## config.mk

```make
export PLATFORM = sky130hd
export DESIGN_NAME = opdec_top
export DESIGN_NICKNAME = d
export VERILOG_FILES = /design/src/rtl/opdec_pkg.sv /design/src/rtl/opdec_ctrl.sv /design/src/rtl/opdec_dp.sv /design/src/rtl/opdec_top.sv
export SDC_FILE = /design/constraint.sdc
export NUM_CORES = 1
export LEC_CHECK = 0
export ABC_AREA = 0
export ABC_CLOCK_PERIOD_IN_PS = 7000
export BUFFER_PORTS_ARGS = -buffer_cell sky130_fd_sc_hd__buf_2
export CORE_AREA = 8 8 222 224
export CTS_CLUSTER_DIAMETER = 150
export CTS_CLUSTER_SIZE = 14
export DETAILED_ROUTE_END_ITERATION = 6
export DIE_AREA = 0 0 230 232
export GPL_ROUTABILITY_DRIVEN = 0
export GPL_TIMING_DRIVEN = 0
export PLACE_DENSITY = 0.47
export SLEW_MARGIN = 20
export SYNTH_ARGS = -nofsm -noshare
export SYNTH_HDL_FRONTEND = slang
export SYNTH_HIERARCHICAL = 1
export SYNTH_SLANG_ARGS = --single-unit
```

## constraint.sdc

```tcl
create_clock -name clk -period 7 [get_ports clk]
set_input_delay 1.4 -clock clk [delete_from_list [all_inputs] [get_ports clk]]
set_output_delay 1.4 -clock clk [all_outputs]
set_load 0.01 [all_outputs]
```

## src/rtl/opdec_pkg.sv

```systemverilog
package opdec_pkg;
  localparam int DATA_W = 16;
  localparam int OPC_W  = 5;
  localparam int BF_W   = 5;
  localparam int AF_W   = DATA_W - OPC_W - BF_W;
  localparam int NGPR   = 8;
  localparam int GIDX_W = $clog2(NGPR);
  localparam int SEL_W  = GIDX_W + 1;
  localparam int LIT_W  = AF_W - 1;

  localparam logic [SEL_W-1:0] SEL_SP = SEL_W'(8);
  localparam logic [SEL_W-1:0] SEL_PC = SEL_W'(9);
  localparam logic [SEL_W-1:0] SEL_EX = SEL_W'(10);

  typedef enum logic [1:0] {K_NONE = 2'd0, K_REG = 2'd1, K_MEM = 2'd2, K_LIT = 2'd3} opKind_e;

  typedef enum logic [3:0] {
    M_NONE, M_GPR, M_IND, M_IDX, M_PUSH, M_POP, M_PEEK, M_PICK,
    M_SPR, M_ABS, M_NLIT, M_SLIT
  } opMode_e;

  typedef struct packed {
    opMode_e          mode;
    logic [SEL_W-1:0] sel;
    logic             takesWord;
    logic [LIT_W-1:0] lit;
  } opStrobe_t;

  typedef struct packed {
    opStrobe_t a;
    opStrobe_t b;
    logic      aWordHi;
  } ctrlStrobes_t;

  typedef struct packed {
    opKind_e           kind;
    logic [SEL_W-1:0]  sel;
    logic [DATA_W-1:0] value;
    logic [DATA_W-1:0] spNext;
  } resolved_t;
endpackage

```

## src/rtl/opdec_ctrl.sv

```systemverilog
module opdec_ctrl
  import opdec_pkg::*;
(
  input  logic [DATA_W-1:0] instrWord,
  output logic [OPC_W-1:0]  opcode,
  output logic [BF_W-1:0]   fieldB,
  output logic [AF_W-1:0]   fieldA,
  output ctrlStrobes_t      strobes
);
  function automatic opStrobe_t classify(input logic [AF_W-1:0] code, input logic isA);
    opStrobe_t s;
    s = '0;
    s.mode = M_NONE;
    s.sel = {1'b0, code[GIDX_W-1:0]};
    if (code[AF_W-1]) begin
      s.mode = M_SLIT;
      s.lit = code[LIT_W-1:0];
    end else begin
      case (code[4:3])
        2'b00: s.mode = M_GPR;
        2'b01: s.mode = M_IND;
        2'b10: begin s.mode = M_IDX; s.takesWord = 1'b1; end
        default: begin
          case (code[2:0])
            3'd0: s.mode = isA ? M_POP : M_PUSH;
            3'd1: s.mode = M_PEEK;
            3'd2: begin s.mode = M_PICK; s.takesWord = 1'b1; end
            3'd3: begin s.mode = M_SPR; s.sel = SEL_SP; end
            3'd4: begin s.mode = M_SPR; s.sel = SEL_PC; end
            3'd5: begin s.mode = M_SPR; s.sel = SEL_EX; end
            3'd6: begin s.mode = M_ABS; s.takesWord = 1'b1; end
            default: begin s.mode = M_NLIT; s.takesWord = 1'b1; end
          endcase
        end
      endcase
    end
    return s;
  endfunction

  assign opcode = instrWord[OPC_W-1:0];
  assign fieldB = instrWord[OPC_W+BF_W-1:OPC_W];
  assign fieldA = instrWord[DATA_W-1:OPC_W+BF_W];

  always_comb begin
    strobes.a = classify(fieldA, 1'b1);
    if (opcode == '0) begin
      strobes.b = '0;
      strobes.b.mode = M_NONE;
    end else begin
      strobes.b = classify({{(AF_W-BF_W){1'b0}}, fieldB}, 1'b0);
    end
    strobes.aWordHi = strobes.b.takesWord;
  end
endmodule

```

## src/rtl/opdec_dp.sv

```systemverilog
module opdec_dp
  import opdec_pkg::*;
(
  input  ctrlStrobes_t           strobes,
  input  logic [DATA_W-1:0]      nextWord0,
  input  logic [DATA_W-1:0]      nextWord1,
  input  logic [NGPR*DATA_W-1:0] gprFlat,
  input  logic [DATA_W-1:0]      spIn,
  output resolved_t              aRes,
  output resolved_t              bRes,
  output logic [1:0]             extraCycles,
  output logic [1:0]             instrLen
);
  logic [DATA_W-1:0] gpr [NGPR];
  logic [DATA_W-1:0] aWord;

  for (genvar g = 0; g < NGPR; g++) begin : g_unpack
    assign gpr[g] = gprFlat[g*DATA_W +: DATA_W];
  end

  function automatic resolved_t resolve(input opStrobe_t s, input logic [DATA_W-1:0] word,
                                        input logic [DATA_W-1:0] spBase,
                                        input logic [DATA_W-1:0] rv);
    resolved_t r;
    r.kind = K_NONE;
    r.sel = '0;
    r.value = '0;
    r.spNext = spBase;
    case (s.mode)
      M_GPR:  begin r.kind = K_REG; r.sel = s.sel; end
      M_SPR:  begin r.kind = K_REG; r.sel = s.sel; end
      M_IND:  begin r.kind = K_MEM; r.value = rv; end
      M_IDX:  begin r.kind = K_MEM; r.value = word + rv; end
      M_PUSH: begin r.kind = K_MEM; r.value = spBase - 1'b1; r.spNext = spBase - 1'b1; end
      M_POP:  begin r.kind = K_MEM; r.value = spBase; r.spNext = spBase + 1'b1; end
      M_PEEK: begin r.kind = K_MEM; r.value = spBase; end
      M_PICK: begin r.kind = K_MEM; r.value = spBase + word; end
      M_ABS:  begin r.kind = K_MEM; r.value = word; end
      M_NLIT: begin r.kind = K_LIT; r.value = word; end
      M_SLIT: begin r.kind = K_LIT; r.value = DATA_W'(s.lit) - 1'b1; end
      default: r.kind = K_NONE;
    endcase
    return r;
  endfunction

  assign aWord = strobes.aWordHi ? nextWord1 : nextWord0;

  always_comb begin
    aRes = resolve(strobes.a, aWord, spIn, gpr[strobes.a.sel[GIDX_W-1:0]]);
    bRes = resolve(strobes.b, nextWord0, aRes.spNext, gpr[strobes.b.sel[GIDX_W-1:0]]);
    extraCycles = {1'b0, strobes.a.takesWord} + {1'b0, strobes.b.takesWord};
    instrLen = extraCycles + 2'd1;
  end
endmodule

```

## src/rtl/opdec_top.sv

```systemverilog
module opdec_top
  import opdec_pkg::*;
(
  input  logic                   clk,
  input  logic                   rst_n,
  input  logic                   inValid,
  input  logic [DATA_W-1:0]      instrWord,
  input  logic [DATA_W-1:0]      nextWord0,
  input  logic [DATA_W-1:0]      nextWord1,
  input  logic [NGPR*DATA_W-1:0] gprFlat,
  input  logic [DATA_W-1:0]      spIn,
  output logic                   outValid,
  output logic [OPC_W-1:0]       opcode,
  output logic [BF_W-1:0]        fieldB,
  output logic [AF_W-1:0]        fieldA,
  output logic [1:0]             instrLen,
  output logic [1:0]             extraCycles,
  output logic [1:0]             aKind,
  output logic [SEL_W-1:0]       aSel,
  output logic [DATA_W-1:0]      aValue,
  output logic [1:0]             bKind,
  output logic [SEL_W-1:0]       bSel,
  output logic [DATA_W-1:0]      bValue,
  output logic [DATA_W-1:0]      spOut
);
  logic [OPC_W-1:0] opcodeC;
  logic [BF_W-1:0]  fieldBC;
  logic [AF_W-1:0]  fieldAC;
  ctrlStrobes_t     strobes;
  resolved_t        aRes, bRes;
  logic [1:0]       extraC, lenC;

  opdec_ctrl u_ctrl (
    .instrWord(instrWord), .opcode(opcodeC), .fieldB(fieldBC),
    .fieldA(fieldAC), .strobes(strobes)
  );

  opdec_dp u_dp (
    .strobes(strobes), .nextWord0(nextWord0), .nextWord1(nextWord1),
    .gprFlat(gprFlat), .spIn(spIn), .aRes(aRes), .bRes(bRes),
    .extraCycles(extraC), .instrLen(lenC)
  );

  always_ff @(posedge clk) begin
    if (!rst_n) begin
      outValid <= 1'b0;
      opcode <= '0; fieldB <= '0; fieldA <= '0;
      instrLen <= '0; extraCycles <= '0;
      aKind <= '0; aSel <= '0; aValue <= '0;
      bKind <= '0; bSel <= '0; bValue <= '0;
      spOut <= '0;
    end else begin
      outValid <= inValid;
      if (inValid) begin
        opcode <= opcodeC; fieldB <= fieldBC; fieldA <= fieldAC;
        instrLen <= lenC; extraCycles <= extraC;
        aKind <= aRes.kind; aSel <= aRes.sel; aValue <= aRes.value;
        bKind <= bRes.kind; bSel <= bRes.sel; bValue <= bRes.value;
        spOut <= bRes.spNext;
      end
    end
  end
endmodule

```

==> flow_metrics.py, run 1 <==
metrics = {
    "run_status": {
        "outcome": "finished clean",
    },
    "finish": {
        "nFillCells": 5023,
        "final_area_um2": 13300,
        "syn_to_final_growth_pct": 22.70,
        "nets": 1775,
        "drive_gt1_frac": 0.3272,
        "fin_util": 0.2899,
    },
    "grt": {
        "grt_usage": 0.1755,
        "gr-total-overflow": 0,
        "grt_max_degree": 14,
        "grt_pass1_vias": 10970,
        "grt_pass1_wl_um": 71330,
        "antenna_found_initial": 9,
    },
    "floorplanning": {
        "die_y_um": 232,
        "rows": 79,
        "core_um2": 45860,
        "initial_core_util": 0.2363,
        "boundaryPins": 276,
        "die-area_um2": 53360,
        "die_w_um": 230,
    },
    "sta": {
        "slew_violations": 0,
        "fin_worst_skew_ns": 0,
        "worst_pin_slew_ns": 1.066,
        "final-hold-violation-count": 0,
        "hold_ws_ns": 0.5115,
        "fin_crit_sh": 0.9677,
        "rsz0062_at_grt": "yes",
        "finalSetupViolCount": 0,
        "post-route-min-period_ns": 6.774,
        "max_clock_freq_mhz": 147.6,
        "max_slew_margin": 0.2875,
    },
    "worst_hold_path": {
        "hold_class": "flip-flop to flip-flop",
        "min_from": "opcode[4]",
        "hold_path_end": "opcode[4]",
        "hold_depth": 2,
    },
    "drt": {
        "num_vias": 10900,
        "drc_errors": 0,
        "drt_iter0_markers": 770,
        "antenna_left": 0,
        "viasPerCell": 5.089,
        "first_pass_iters": 6,
        "wl_per_cell_um": 22.90,
        "routed_wirelength_um": 49050,
    },
    "synthesis": {
        "synth.area.top_cells": "dfxtp_1 (15%), mux4_2 (13%), mux2i_1 (11%), ha_1 (5.5%), nor2b_1 (5.3%)",
        "synth_edf_count": 0,
        "synth_seq_cells": 81,
        "async_flop_share": 0,
        "syn_inst": 1255,
        "synth_top_cell_by_area": "dfxtp_1",
        "synth-seq-area-share": 0.1496,
        "synth_area_um2": 10840,
        "syn_avg_cell_area_um2": 8.636,
        "ys.flop_type": "dfxtp_1",
        "synth_cell_types": 97,
        "synth_top_area_frac": 0.1496,
        "yosys_warnings": 6,
    },
    "setup_path": {
        "start_kind": "primary input",
        "crit_slowest_cell": "mux4_2",
        "path_buf_inv": 6,
        "critical_path_required_ns": 7.25,
        "critPathMostFrequentCell": "a21oi_1",
        "rr_worst_depth": 2,
        "crit_start": "instrWord[8]",
        "criticalPathCategory": "primary input to flip-flop",
        "r2r_slack_ns": 6.37,
        "critPathCaptureType": "flip-flop",
        "crit_arrival_ns": 7.02,
        "crit_family": "compound AO/OA/AOI/OAI gates",
        "cpPeakStageDelay_ns": 0.55,
        "cp_max_fo": 10,
        "r2r-start": "spOut[14]",
        "reg2reg_to": "spOut[14]",
    },
    "clocking": {
        "clock-root-buffer": "clkbuf_16",
        "cts_made_buffers": 9,
        "cts.path.max_buffers": 2,
        "post-cts-setup-buffers": 0,
        "worst_skew_pair.late_latency_ns": 0.36,
        "cts.sinks": 81,
        "cts_tree": "done",
        "cts_max_level": 3,
        "clkTransAtPathRegs_ns": 0.06,
    },
    "power_and_ir_drop": {
        "ir_drop_mv": 0.1049,
        "power_density_nw_per_um2": 157.1,
        "p_leak_nw": 5.633,
    },
    "placed_design": {
        "dpl_cell_area_um2": 12930,
        "io_buffers": 260,
        "dp_hpwl_um": 41540,
    },
    "run": {
        "maxCapViolCount": 0,
    },
}
==> cells in the mapped netlist, types with 28 or more instances <==
master	instances
buf_4	28
xnor2_1	35
mux4_2	64
ha_1	48
dfxtp_1	81
o21ai_0	64
nand2_1	46
inv_1	44
clkbuf_1	49
xor2_1	30
nor3_1	28
a21oi_1	87
nor2b_1	92
mux2i_1	114
nor2_1	100
==> kinds of logic (layout without fill, tap and decap cells) <==
family	Yosys count	count (layout)	synth area share
other cells	1	6	0.0003460
buf+inv	166	441	0.08151
compound gates	279	279	0.1672
fa+ha+maj	50	50	0.05911
flops	81	81	0.1496
xor+xnor	75	75	0.07065
mux	198	198	0.2591
simple gates	405	405	0.2125
==> metal layers <==
| layer | vias up | share of wire | GRT usage |
|---|---|---|---|
| li1 | 5158 | - | - |
| met4 | 12 | 0.021 | 0.04217 |
| met3 | 69 | 0.058 | 0.03640 |
| met2 | 399 | 0.49 | 0.3033 |
| met1 | 5263 | 0.43 | 0.2213 |
| met5 | - | 0.0016 | 0 |
==> registers in the layout (all words and copies together), names as in the netlist, 4 cells and up <==
signal	cells
fieldA	6
opcode	5
bSel	4
bValue	16
spOut	16
aSel	4
fieldB	5
aValue	16
==> worst min-delay path: cells and delay by family (launching register included) <==
kind          cells  cell delay [ns]
flops             1             0.32
mux               1             0.06
simple gates      1             0.09
==> area by class of cell <==
class	count	area, µm²	area share
flip-flops and latches	81	1622	0.1219
well taps	607	759.5	0.05711
diodes	1	2.502	0.0001882
repair buffers	261	1309	0.09842
clock buffers	10	239.0	0.01797
clock inverters	5	56.30	0.004234
multi-input cells	1012	8399	0.6316
plain buffers	118	734.5	0.05523
inverters	47	176.4	0.01327
==> cell usage in the layout, fill, tap and decap left out, types with 7 or more instances in the layout <==
cell type / n
a21oi_1: 85
nand2_1: 46
or2_2: 11
nor2b_1: 92
buf_8: 8
o21ai_0: 63
ha_1: 48
and3_1: 7
inv_1: 44
buf_2: 273
nor3_1: 28
buf_4: 33
xor2_1: 30
xnor2_1: 35
o221ai_1: 10
or3_1: 9
nand2b_1: 7
and2_1: 23
mux2i_1: 110
nor2_1: 100
a221oi_1: 15
o211ai_1: 8
nand4_1: 8
clkbuf_2: 13
a31oi_1: 10
nor4_1: 7
o22ai_1: 12
nand3_1: 21
mux4_2: 64
clkbuf_1: 39
a211oi_1: 7
mux2_2: 20
a21o_1: 8
dfxtp_1: 81
clkbuf_16: 9
==> per-stage QoR <==
step,setup WS (ns),power (mW),std cells,setup TNS [ns]
2_1_floorplan,0.7907,1.223,1259,0
3_3_place_gp,-1.607,1.590,2126,-16.55
3_5_place_dp,-1.604,1.603,2127,-16.91
4_1_cts,0.03528,2.107,2142,0
5_1_grt,-0.04162,2.218,2142,-0.04162
6_report,0.2262,2.089,2142,0
==> how the worst max path moves through the flow <==
stage | cells past startpoint | to | slack (ns)
floorplan | 22 | aValue[15] | 0.79
global placement | 23 | aValue[15] | -1.61
detailed placement | 23 | aValue[15] | -1.60
CTS | 25 | bValue[14] | 0.04
global route | 25 | bValue[14] | -0.04
finish | 25 | bValue[14] | 0.23
==> power breakdown <==
part / total (mW) / internal (mW) / switching [mW]
logic: 1.09 / 0.462 / 0.630
registers: 0.519 / 0.498 / 0.0208
clock network: 0.478 / 0.283 / 0.195
total: 2.09 / 1.24 / 0.846
==> timing repair <==
| action | 4_1_cts | 5_1_grt |
|---|---|---|
| hold buffers | 0 | 0 |
| resized for setup | 32 | 21 |
| hold endpoints to repair | 0 | 0 |
| gates cloned | 0 | 0 |
| pin swaps | 0 | 0 |
| endpoints found under the setup margin | 18 | 5 |
Note: power is estimated with default switching activity, not from simulation.
==> run 2: changes to the inputs <==
--- a/config.mk
+++ b/config.mk
@@ -15,7 +15,7 @@
 export DIE_AREA = 0 0 230 232
 export GPL_ROUTABILITY_DRIVEN = 0
 export GPL_TIMING_DRIVEN = 0
-export PLACE_DENSITY = 0.47
+export SETUP_SLACK_MARGIN = 0.5
 export SLEW_MARGIN = 20
 export SYNTH_ARGS = -nofsm -noshare
 export SYNTH_HDL_FRONTEND = slang
==> run 2 against run 1 <==
Net effect:
- critical path depth decreased by 2
- via count increased by 2.3%
- clock-buffer cell count decreased by 1
- clock skew unchanged
- clock power increased by 11%
- combinational power increased by 5%
- wire length decreased by 0.22%
- sequential power about the same
- setup slack improved by 0.52 ns
- critical path type unchanged
- die area unchanged
- hold slack about the same
==> flow_metrics.py, run 2 (same netlist as run 1, synthesis figures left out) <==
metrics = {
    "finish": {
        "nets": 1786,
        "nFillCells": 4922,
        "final_area_um2": 13610,
        "drive_gt1_frac": 0.3467,
        "largest_registers": "aValue (16), bValue (16), spOut (16)",
        "stdcell_count": 2157,
        "syn_to_final_growth_pct": 25.55,
        "layout_common_cells": "buf_2 (275), mux2i_1 (104), nor2_1 (100)",
        "final_common_cell": "buf_2",
    },
    "clocking": {
        "clkTransAtPathRegs_ns": 0.06,
        "cts_tree": "done",
        "cts_made_buffers": 9,
        "worst_skew_pair.late_latency_ns": 0.36,
        "cts.path.max_buffers": 2,
        "cts.sinks": 81,
        "cts_max_level": 3,
        "clock-root-buffer": "clkbuf_16",
    },
    "drt": {
        "viasPerCell": 5.172,
        "antenna_left": 0,
        "drc_errors": 0,
        "wl_per_cell_um": 22.69,
        "first_pass_iters": 6,
        "num_vias": 11160,
        "routed_wirelength_um": 48940,
        "drt_iter0_markers": 1222,
    },
    "sta": {
        "max_clock_freq_mhz": 159.9,
        "final-hold-violation-count": 0,
        "fin_crit_sh": 0.8934,
        "fin_tns_setup_ns": 0,
        "fin_worst_skew_ns": 0,
        "worst_pin_slew_ns": 0.9779,
        "finalSetupViolCount": 0,
        "post-route-min-period_ns": 6.254,
        "slew_violations": 0,
        "max_slew_margin": 0.3467,
        "rsz0062_at_grt": "no",
    },
    "power_and_ir_drop": {
        "power_density_nw_per_um2": 160.7,
        "power_mw": 2.187,
        "ir_drop_mv": 0.1130,
        "p_leak_nw": 5.746,
    },
    "grt": {
        "grt_pass1_wl_um": 70570,
        "grt_pass1_vias": 11050,
        "antenna_found_initial": 11,
        "grt_usage": 0.1744,
        "gr-total-overflow": 0,
        "grt_max_degree": 16,
    },
    "setup_path": {
        "crit_family": "simple AND/OR/NAND/NOR gates",
        "rr_worst_depth": 2,
        "cpPeakStageDelay_ns": 0.57,
        "criticalPathCategory": "primary input to flip-flop",
        "start_kind": "primary input",
        "cp_cell_sequence": "buf_2, or4_4, nor2_8, buf_4, a21oi_4, clkbuf_2, clkbuf_2, mux4_2, mux2i_4, nand2_1, a21boi_0, ha_1, a211oi_1, nor2_1, nor3_2, o31ai_1, o41ai_2, o21ai_0, and2_1, or3_1, nand4_1, mux2i_1, nor2b_1",
        "crit_cells": 23,
        "critPathCaptureType": "flip-flop",
        "critical_path_required_ns": 7.30,
        "crit_slowest_cell": "or4_4",
        "critPathMostFrequentCell": "clkbuf_2",
        "path_buf_inv": 4,
        "crit_arrival_ns": 6.55,
        "cp_max_fo": 10,
    },
    "floorplanning": {
        "core_um2": 45860,
        "initial_core_util": 0.2363,
        "die_y_um": 232,
        "die_w_um": 230,
        "rows": 79,
        "boundaryPins": 276,
        "die-area_um2": 53360,
    },
    "placed_design": {
        "dp_hpwl_um": 40900,
        "io_buffers": 260,
        "dpl_cell_area_um2": 12920,
        "dp_cells": 2126,
    },
    "worst_hold_path": {
        "hold_depth": 2,
        "hold_class": "flip-flop to flip-flop",
    },
    "run_status": {
        "outcome": "finished clean",
    },
    "run": {
        "maxCapViolCount": 0,
    },
}
-- run 2: cell types whose count changed in the layout (fill, tap and decap cells not counted), moves of 3 or more --
cell      change
mux2i_1       -6
clkbuf_1      -4
mux2i_4       +5
o21ai_0       -3
diode_2       +3
buf_4         +7
buf_6         +4
-- run 2: metal layers --
layer / part of all wire / vias to the layer above / global-route usage
met1: 0.42 / 5306 / 0.2220
met3: 0.089 / 81 / 0.04227
met5: 0.00096 / - / 0
met4: 0.023 / 8 / 0.05029
li1: - / 5167 / -
met2: 0.47 / 593 / 0.2902
-- run 2: stage by stage --
step / utilization / worst slack, ns / hold WS (ns)
after floorplan: - / 0.7907 / 0.5384
after global placement: 0.2816 / -1.722 / 0.4896
after detailed placement: 0.2817 / -1.827 / 0.4970
after CTS: 0.2920 / 0.4883 / 0.5168
after global routing: 0.2967 / 0.4597 / 0.5328
final: 0.2967 / 0.7463 / 0.5116
-- run 2: worst reg2reg max path, delay by kind of cell (launching register included) --
family	cells	cell delay [ns]
flip-flops	1	0.41
multiplexers	1	0.10
AND/OR/NAND/NOR	1	0.11
-- run 2: cell type report --
class	instances	area (µm²)	area share
repair buffers	271	1384	0.1017
inverters	47	176.4	0.01297
clock buffers	9	225.2	0.01655
well taps	607	759.5	0.05582
flip-flops and latches	81	1622	0.1192
diodes	4	10.01	0.0007356
plain buffers	119	797.0	0.05857
clock inverters	7	101.3	0.007448
multi-input cells	1012	8532	0.6270
-- run 2: worst paths after layout --
path	endpoint	slack, ns	from
worst min-delay path	bValue[1]	0.51	bValue[1]
worst max register to register	aValue[1]	6.32	aValue[1]
worst min register to register	bValue[1]	0.51	bValue[1]
worst max-delay path	bValue[15]	0.75	instrWord[0]
-- run 2: report_power, final --
group	internal [mW]	switching, mW	total [mW]
sequential	0.498	0.0204	0.518
combinational	0.491	0.646	1.14
clock	0.316	0.216	0.532
-- run 2: what timing repair did --
action | CTS | global route
pin swaps | 1 | 7
setup buffers | 0 | 11
resized for setup | 61 | 37
setup endpoints to repair | 26 | 9
hold buffers | 0 | 0
